[src/rtl/sarseq_pkg.sv]
`timescale 1ns/1ps
package sarseq_pkg;

    // Total master cycles in one conversion frame.
    function automatic int frame_len(int cnv_cyc, int pre_gap, int n_pulse, int post_gap);
        return cnv_cyc + pre_gap + n_pulse + post_gap;
    endfunction

    // Frame cycle index of the first serial pulse.
    function automatic int first_pulse(int cnv_cyc, int pre_gap);
        return cnv_cyc + pre_gap;
    endfunction

endpackage

[src/rtl/sarseq_timer.sv]
`timescale 1ns/1ps
module sarseq_timer #(
    parameter int CNV_CYC   = 3,
    parameter int PRE_GAP   = 1,
    parameter int NUM_PULSE = 15,
    parameter int POST_GAP  = 3
) (
    input  logic clk_i,
    input  logic rst_ni,
    input  logic run_i,
    output logic cnv_o,
    output logic burst_o,
    output logic start_o,
    output logic last_o
);
    localparam int FRAME = sarseq_pkg::frame_len(CNV_CYC, PRE_GAP, NUM_PULSE, POST_GAP);
    localparam int FIRST = sarseq_pkg::first_pulse(CNV_CYC, PRE_GAP);
    localparam int LAST  = FIRST + NUM_PULSE - 1;
    localparam int CW    = $clog2(FRAME + 1);

    typedef struct packed {
        logic          run;
        logic [CW-1:0] cnt;
        logic          cnv;
        logic          burst;   // a serial pulse is due in the next cycle
        logic          start;
        logic          last;
    } tmr_t;

    tmr_t s_d, s_q;
    int   ahead;

    always_comb begin
        s_d = s_q;
        if (!s_q.run) begin
            if (run_i) begin
                s_d.run = 1'b1;
                s_d.cnt = '0;
            end
        end else if (s_q.cnt == CW'(FRAME - 1)) begin
            s_d.cnt = '0;
            s_d.run = run_i;
        end else begin
            s_d.cnt = s_q.cnt + 1'b1;
        end
        ahead       = int'(s_d.cnt) + 1;
        s_d.cnv     = s_d.run && (int'(s_d.cnt) < CNV_CYC);
        s_d.burst   = s_d.run && (ahead >= FIRST) && (ahead <= LAST);
        s_d.start   = s_d.run && (s_d.cnt == '0);
        s_d.last    = s_d.run && (int'(s_d.cnt) == LAST);
    end

    always_ff @(posedge clk_i or negedge rst_ni) begin
        if (!rst_ni) begin
            s_q     <= '0;
            s_q.cnt <= CW'(FRAME - 1);
        end else begin
            s_q <= s_d;
        end
    end

    assign cnv_o   = s_q.cnv;
    assign burst_o = s_q.burst;
    assign start_o = s_q.start;
    assign last_o  = s_q.last;

endmodule

[src/rtl/sarseq_clkgate.sv]
`timescale 1ns/1ps
module sarseq_clkgate (
    input  logic clk_i,
    input  logic rst_ni,
    input  logic en_i,
    output logic gate_o,
    output logic sclk_o
);
    logic gate_d, gate_q;

    always_comb gate_d = en_i;

    // Enable moves only on the falling edge, while the master clock is low.
    always_ff @(negedge clk_i or negedge rst_ni) begin
        if (!rst_ni) gate_q <= 1'b0;
        else         gate_q <= gate_d;
    end

    assign gate_o = gate_q;
    assign sclk_o = clk_i & gate_q;

endmodule

[src/rtl/sarseq_capture.sv]
`timescale 1ns/1ps
module sarseq_capture #(
    parameter int DATA_W    = 14,
    parameter int NUM_PULSE = 15
) (
    input  logic              clk_i,
    input  logic              rst_ni,
    input  logic              start_i,
    input  logic              sample_i,
    input  logic              sdo_i,
    input  logic              publish_i,
    output logic [DATA_W-1:0] data_o,
    output logic              valid_o
);
    localparam int IW = $clog2(NUM_PULSE + 1);

    typedef struct packed {
        logic [IW-1:0]     idx;
        logic [DATA_W-1:0] shreg;
        logic [DATA_W-1:0] data;
        logic              valid;
    } cap_t;

    cap_t c_d, c_q;

    always_comb begin
        c_d       = c_q;
        c_d.valid = publish_i;
        if (start_i) begin
            c_d.idx = '0;
        end else if (sample_i) begin
            if (int'(c_q.idx) < DATA_W) begin
                c_d.shreg = {c_q.shreg[DATA_W-2:0], sdo_i};
            end
            c_d.idx = c_q.idx + 1'b1;
        end
        if (publish_i) begin
            c_d.data = c_q.shreg;
        end
    end

    always_ff @(posedge clk_i or negedge rst_ni) begin
        if (!rst_ni) c_q <= '0;
        else         c_q <= c_d;
    end

    assign data_o  = c_q.data;
    assign valid_o = c_q.valid;

    // The timer's publish point must follow exactly one sample per pulse.
    p_sample_count_r7: assert property (@(posedge clk_i) disable iff (!rst_ni)
        publish_i |-> (int'(c_q.idx) == NUM_PULSE));

endmodule

[src/rtl/sar_readout_seq.sv]
`timescale 1ns/1ps
module sar_readout_seq #(
    parameter int DATA_W    = 14,
    parameter int NUM_PULSE = 15,
    parameter int CNV_CYC   = 3,
    parameter int PRE_GAP   = 1,
    parameter int POST_GAP  = 3
) (
    input  logic              clk_i,
    input  logic              rst_ni,
    input  logic              run_i,
    input  logic              sdo_i,
    output logic              cnv_o,
    output logic              sclk_o,
    output logic [DATA_W-1:0] data_o,
    output logic              valid_o
);
    localparam int HW = $clog2(CNV_CYC + 2);
    localparam int PW = $clog2(NUM_PULSE + 2);

    logic burst, start, last, gate_en;

    sarseq_timer #(
        .CNV_CYC  (CNV_CYC),
        .PRE_GAP  (PRE_GAP),
        .NUM_PULSE(NUM_PULSE),
        .POST_GAP (POST_GAP)
    ) u_timer (
        .clk_i  (clk_i),
        .rst_ni (rst_ni),
        .run_i  (run_i),
        .cnv_o  (cnv_o),
        .burst_o(burst),
        .start_o(start),
        .last_o (last)
    );

    sarseq_clkgate u_gate (
        .clk_i (clk_i),
        .rst_ni(rst_ni),
        .en_i  (burst),
        .gate_o(gate_en),
        .sclk_o(sclk_o)
    );

    sarseq_capture #(
        .DATA_W   (DATA_W),
        .NUM_PULSE(NUM_PULSE)
    ) u_cap (
        .clk_i    (clk_i),
        .rst_ni   (rst_ni),
        .start_i  (start),
        .sample_i (burst),
        .sdo_i    (sdo_i),
        .publish_i(last),
        .data_o   (data_o),
        .valid_o  (valid_o)
    );

    // Checker state: strobe length and serial pulses seen since the strobe.
    logic [HW-1:0] hi_cnt_q;
    logic [PW-1:0] rise_cnt_q;

    always_ff @(posedge clk_i or negedge rst_ni) begin
        if (!rst_ni) begin
            hi_cnt_q   <= '0;
            rise_cnt_q <= '0;
        end else begin
            hi_cnt_q   <= cnv_o ? hi_cnt_q + 1'b1 : '0;
            rise_cnt_q <= cnv_o ? '0 : (gate_en ? rise_cnt_q + 1'b1 : rise_cnt_q);
        end
    end

    p_cnv_width_r2: assert property (@(posedge clk_i) disable iff (!rst_ni)
        $fell(cnv_o) |-> (int'(hi_cnt_q) == CNV_CYC));

    p_sclk_quiet_r6: assert property (@(posedge clk_i) disable iff (!rst_ni)
        cnv_o |-> !gate_en);

    p_pulse_count_r4: assert property (@(posedge clk_i) disable iff (!rst_ni)
        valid_o |-> (int'(rise_cnt_q) == NUM_PULSE));

    p_valid_single_r8: assert property (@(posedge clk_i) disable iff (!rst_ni)
        valid_o |=> !valid_o);

    p_data_hold_r7: assert property (@(posedge clk_i) disable iff (!rst_ni)
        !$stable(data_o) |-> valid_o);

endmodule

[config.mk]
export PLATFORM = sky130hd
export DESIGN_NAME = sar_readout_seq
export DESIGN_NICKNAME = d
export VERILOG_FILES = /design/src/rtl/sarseq_pkg.sv /design/src/rtl/sarseq_timer.sv /design/src/rtl/sarseq_clkgate.sv /design/src/rtl/sarseq_capture.sv /design/src/rtl/sar_readout_seq.sv
export SDC_FILE = /design/constraint.sdc
export NUM_CORES = 1
export LEC_CHECK = 0
export ABC_AREA = 1
export BUFFER_PORTS_ARGS = -buffer_cell sky130_fd_sc_hd__clkbuf_2
export CORE_ASPECT_RATIO = 0.6
export CORE_UTILIZATION = 52
export DETAILED_ROUTE_END_ITERATION = 8
export GPL_TIMING_DRIVEN = 0
export HOLD_SLACK_MARGIN = 0.15
export PLACE_DENSITY = 0.8
export REMOVE_ABC_BUFFERS = 1
export SETUP_SLACK_MARGIN = 0.1
export SLEW_MARGIN = 20
export SYNTH_ARGS = -nofsm -noshare
export SYNTH_HDL_FRONTEND = slang
export SYNTH_SLANG_ARGS = --single-unit
[constraint.sdc]
create_clock -name clk_i -period 2 [get_ports clk_i]
set_input_delay 0.2 -clock clk_i [delete_from_list [all_inputs] [get_ports clk_i]]
set_output_delay 0.2 -clock clk_i [all_outputs]
set_load 0.01 [all_outputs]
==> results of run 1 <==
==> sequential cells by signal (all words and copies together) (netlist names) <==
| signal | cells |
|---|---|
| u_timer.start_o | 1 |
| u_timer.cnv_o | 1 |
| u_cap.valid_o | 1 |
| u_timer.last_o | 1 |
| u_timer.burst_o | 1 |
| u_cap.c_q | 18 |
| u_timer.s_q | 6 |
| u_gate.gate_o | 1 |
| u_cap.data_o | 14 |
==> cell type report <==
| type | count | share of cell area (%) |
|---|---|---|
| timing repair buffer | 32 | 8.149 |
| sequential | 44 | 45.54 |
| inverter | 31 | 4.899 |
| multi-input combinational | 133 | 33.63 |
| clock buffer | 12 | 5.209 |
| clock inverter | 1 | 0.1547 |
| tap | 47 | 2.424 |
==> metrics by stage <==
| stage | util (%) | setup TNS (ns) | hold slack, ns | cells | instance area (um2) |
|---|---|---|---|---|---|
| after floorplan | - | 0 | -0.09559 | 209 | 1931 |
| after global routing | 64.81 | -0.3526 | 0.02142 | 300 | 2426 |
| after global placement | 55.82 | -0.1018 | 0.3817 | 276 | 2090 |
| after CTS | 63.07 | -0.2077 | 0.01277 | 300 | 2361 |
| final | 64.81 | -0.1875 | -0.05626 | 300 | 2426 |
| after detailed placement | 55.82 | -0.1454 | 0.3817 | 276 | 2090 |
==> worst paths after layout <==
path,from,endpoint,slack [ns],depth (start not counted)
setup reg to reg,u_timer.s_q[4],u_timer.burst_o,0.04,16
setup / recovery,u_gate.gate_o,sclk_o,-0.19,3
hold / removal,rst_ni,u_cap.data_o[5],-0.06,1
min in group clk_i,u_cap.c_q[28],u_cap.c_q[28],0.49,2
hold reg to reg,u_cap.c_q[28],u_cap.c_q[28],0.49,2
max in group asynchronous,rst_ni,u_gate.gate_o,0.58,1
==> cells by family after synthesis <==
kind of cell / after synthesis / synth area share, %
mux: 5 / 2.722
xor+xnor: 1 / 0.4235
compound gates: 25 / 6.231
simple gates: 95 / 20.51
flops: 44 / 53.42
fa+ha+maj: 7 / 4.235
buf+inv: 52 / 12.46
==> critical path, stage by stage (launching register included) <==
cell	delay (ns)
dfrtn_1	0.38
nand2_1	0.04
inv_1	0.04
buf_2	0.11
==> cell usage in the layout (no fill, tap or decap), types with 3 or more instances in the layout <==
cell type / netlist / layout
nor2_4: 1 / 3
nor3_1: 3 / 3
mux2_2: 5 / 5
ha_4: 0 / 4
nand2_1: 41 / 36
nand3_2: 0 / 3
nand3_1: 10 / 7
o21ai_0: 10 / 10
ha_1: 7 / 3
a21oi_1: 14 / 14
inv_2: 4 / 8
nand2_4: 1 / 4
clkbuf_1: 3 / 3
dfrtp_1: 40 / 40
dfstp_2: 3 / 3
clkbuf_2: 0 / 18
buf_4: 14 / 11
inv_1: 28 / 23
nand2_2: 5 / 7
nor2_1: 28 / 25
clkbuf_8: 0 / 8
==> where the power goes <==
group          leakage (nW)  switching [mW]  internal [mW]
clock network        0.0757           0.319          0.391
logic                 0.624            1.36          0.986
registers             0.531           0.307           1.34
==> layer usage <==
metal  share of wire (%)  global-route usage, %  up-vias  routed length [um]
met4                 1.6                  10.45        0                  63
met1                  49                  25.67      700                1864
met3                 4.3                  6.947        9                 163
li1                    -                      -      742                   -
met5                   0                      0        -                   0
met2                  45                  28.42       34                1733
==> timing repair <==
item                                    CTS  global route
buffers inserted                         11             1
gates resized for setup                  15            15
hold endpoints to repair                 43            40
pin swaps                                 9             4
gates cloned                              0             0
endpoints found under the setup margin    3             4
==> impl_metrics.json, run 1 <==
{
  "status": "complete, but fails checks",
  "violations": "negative hold slack, negative setup slack",
  "skew_ns": 0.01990,
  "diodes": 0,
  "cts_tree": "done",
  "routed_wirelength_um": 3825,
  "syn_inst": 229,
  "routabilityCongestion": 0.7716,
  "grt_pass1_wl_um": 6120,
  "viasPerCell": 4.950,
  "power_density_nw_per_um2": 1938,
  "critPathKind": "flip-flop to output pin",
  "timing.hold.ws_ns": -0.05626,
  "drtPass1Iterations": 5,
  "setup_viol": 2,
  "drt_iter0_markers": 90,
  "grt_pass1_vias": 1347,
  "rows": 17,
  "yosysTopAreaCell": "dfrtp_1",
  "ant_nets": 0,
  "ys_seq_area_share_pct": 53.42,
  "min_path_type": "input port to asynchronous set/reset pin",
  "track_usage_pct": 19.43,
  "ys.flop_type": "dfrtp_1",
  "slew_violations": 0,
  "avgSynthCellArea_um2": 9.032,
  "die_area_um2": 4242,
  "hold_violations": 40,
  "synth-edff-count": 0,
  "synth_cell_type_count": 26,
  "die_h_um": 50.85,
  "final_layout_size_suffix_gt1_share_pct": 32.02,
  "clkTransAtPathRegs_ns": 0.08,
  "core-area_um2": 3744,
  "fillers": 299,
  "synth_common_cells": "nand2_1 (41), dfrtp_1 (40), inv_1 (28), nor2_1 (28)",
  "layout_setup_ws_ns": -0.1875,
  "dp_hpwl_um": 2361,
  "worstPathRequired_ns": 1.80,
  "worstSetupEndpointType": "output pin",
  "drc_errors": 0,
  "finalPower_mw": 4.702,
  "drv_cap": 0,
  "arrival_ns": 1.99,
  "power.leakage_nw": 1.231,
  "nets": 263,
  "yosysWarnings": 0,
  "syn2layout_area_growth_pct": 17.30,
  "overflow": 0,
  "postSynth.asyncResetShare_pct": 100.0,
  "start_util_pct": 55.25,
  "synthTopCellsByArea": "dfrtp_1 (48%), nand2_1 (7.4%), buf_4 (5.1%)",
  "relSlewSlack_pct": 36.80,
  "grt_max_degree": 45,
  "yosys.area.top_type_share_pct": 48.40,
  "regArea_um2": 1105,
  "yosysMostFrequentCell": "nand2_1",
  "irDropWorstVdd_mv": 1.002,
  "crit_path_max_fanout": 1,
  "postCtsHoldBufs": 2,
  "clk-insertion-delay-late_ns": 0.41,
  "worst_pin_slew_ns": 0.9480,
  "cp-start-kind": "flip-flop",
  "die_x_um": 83.42,
  "synth-seq-cells": 44,
  "place_ws_ns": -0.1235,
  "rsz0062_at_grt": "true",
  "multi_input_area_um2": 815.8,
  "antenna_found_initial": 0,
  "pin_count": 21,
  "synth_area_um2": 2068,
  "vias": 1485,
  "numPortBuffers": 20,
  "wire_per_inst_um": 12.75
}
Power figures use the tool's default switching activity.
==> run 2: changes to the inputs <==
--- a/config.mk
+++ b/config.mk
@@ -12,6 +12,7 @@
 export DETAILED_ROUTE_END_ITERATION = 8
 export GPL_TIMING_DRIVEN = 0
 export HOLD_SLACK_MARGIN = 0.15
+export MAX_ROUTING_LAYER = met4
 export PLACE_DENSITY = 0.8
 export REMOVE_ABC_BUFFERS = 1
 export SETUP_SLACK_MARGIN = 0.1
==> impl_metrics.json, run 2 (synthesis results as in run 1) <==
{
  "status": "complete, but fails checks",
  "violations": "negative hold slack, negative setup slack",
  "startpoint": "u_gate.gate_o",
  "die_h_um": 50.85,
  "grt_pass1_vias": 1345,
  "drc_errors": 0,
  "regMostFlops": "u_cap.c_q",
  "p_seq_share_pct": 35.0,
  "power_frac_clock_pct": 15.2,
  "final_layout_size_suffix_gt1_share_pct": 32.02,
  "internal_power_mw": 2.716,
  "track_usage_pct": 20.00,
  "nets": 263,
  "overflow": 0,
  "relSlewSlack_pct": 36.51,
  "slew_violations": 0,
  "diodes": 0,
  "regArea_um2": 1105,
  "drtPass1Iterations": 5,
  "skew_ns": 0.01960,
  "rows": 17,
  "reg2reg_from": "u_timer.s_q[4]",
  "r2r_end": "u_timer.burst_o",
  "routed_wirelength_um": 3814,
  "worst_pin_slew_ns": 0.9524,
  "dp_hpwl_um": 2361,
  "reg2regPathDepth": 16,
  "core-area_um2": 3744,
  "hold_violations": 40,
  "largest_register_ffs": 18,
  "rsz0062_at_grt": "true",
  "crit_end": "sclk_o",
  "setup_viol": 2,
  "power_density_nw_per_um2": 1939,
  "viasPerCell": 4.933,
  "vias": 1480,
  "critPathKind": "flip-flop to output pin",
  "die_x_um": 83.42,
  "start_util_pct": 55.25,
  "multi_input_area_um2": 815.8,
  "die_area_um2": 4242,
  "power_switching_mw": 1.988,
  "antenna_found_initial": 0,
  "pwr-share-comb_pct": 49.9,
  "fillers": 299,
  "timing.hold.ws_ns": -0.05424,
  "clkTransAtPathRegs_ns": 0.08,
  "ant_nets": 0,
  "worstSetupEndpointType": "output pin",
  "fin_util_pct": 64.81,
  "irDropWorstVdd_mv": 1.001,
  "p_sw_share_pct": 42.25,
  "drv_cap": 0,
  "wire_per_inst_um": 12.71,
  "arrival_ns": 1.99,
  "cts_tree": "done",
  "max_stage_delay_ns": 0.38,
  "layout_setup_ws_ns": -0.1887,
  "grt_max_degree": 45,
  "layout_common_cells": "dfrtp_1 (40), nand2_1 (36), nor2_1 (25)",
  "grt_pass1_wl_um": 6127,
  "critical_path_depth": 3,
  "numPortBuffers": 20,
  "crit_slowest_cell": "dfrtn_1",
  "min_path_type": "input port to asynchronous set/reset pin",
  "crit_path_max_fanout": 1,
  "postCtsHoldBufs": 2,
  "placed_area_um2": 2090,
  "path_buf_inv": 2,
  "routabilityCongestion": 0.7820,
  "r2r_slack_ns": 0.04,
  "final_common_cell": "dfrtp_1",
  "syn2layout_area_growth_pct": 17.30,
  "power.leakage_nw": 1.231,
  "pin_count": 21,
  "fin_area_um2": 2426,
  "cp_top_family": "flip-flops",
  "crit_chain": "nand2_1, inv_1, buf_2",
  "cp-start-kind": "flip-flop",
  "worstPathRequired_ns": 1.80,
  "drt_iter0_markers": 95,
  "clk-insertion-delay-late_ns": 0.41
}
==> run 2: final cells by class <==
| cell class | instances | area share (%) |
|---|---|---|
| flip-flops and latches | 44 | 45.54 |
| multi-input cells | 133 | 33.63 |
| repair buffers | 32 | 8.149 |
| clock buffers | 12 | 5.209 |
| inverters | 31 | 4.899 |
| well taps | 47 | 2.424 |
| clock inverters | 1 | 0.1547 |
==> run 2: power by group through the flow <==
| stage | clock network [mW] | logic, mW | registers [mW] |
|---|---|---|---|
| floorplan | 0.0221 | 1.24 | 1.67 |
| global placement | 0.0358 | 1.66 | 1.66 |
| detailed placement | 0.0358 | 1.75 | 1.68 |
| CTS | 0.731 | 2.17 | 1.64 |
| global route | 0.786 | 2.66 | 1.69 |
| finish | 0.713 | 2.35 | 1.65 |
==> run 2: worst min path at each step <==
stage                                   to  slack (ns)  cells past startpoint
after detailed placement            sclk_o        0.38                      3
after CTS                    u_timer.cnv_o        0.01                      1
after global placement              sclk_o        0.38                      3
after global routing      u_cap.data_o[13]        0.02                      1
final                      u_cap.data_o[5]       -0.05                      1
after floorplan              u_cap.c_q[15]        -0.1                      0
==> run 2: what timing repair did <==
item,CTS,global route
pin swaps,9,4
buffers inserted,11,1
endpoints found under the setup margin,3,4
hold endpoints to repair,43,40
gates resized for setup,15,15
==> run 2: layer usage <==
metal | share of wire [%] | track usage [%]
met5 | 0 | -
met4 | 1.7 | 10.45
met3 | 4.1 | 6.947
met2 | 45 | 28.42
met1 | 49 | 25.67
==> run 2: stage by stage <==
step	worst slack (ns)	instances	hold slack (ns)	power (mW)	TNS (ns)
2_1_floorplan	0.09689	209	-0.09559	2.933	0
3_3_place_gp	-0.06988	276	0.3817	3.358	-0.1018
3_5_place_dp	-0.1235	276	0.3817	3.465	-0.1454
4_1_cts	-0.2077	300	0.01277	4.534	-0.2077
5_1_grt	-0.2440	300	0.02159	5.134	-0.3526
6_report	-0.1887	300	-0.05424	4.704	-0.1887
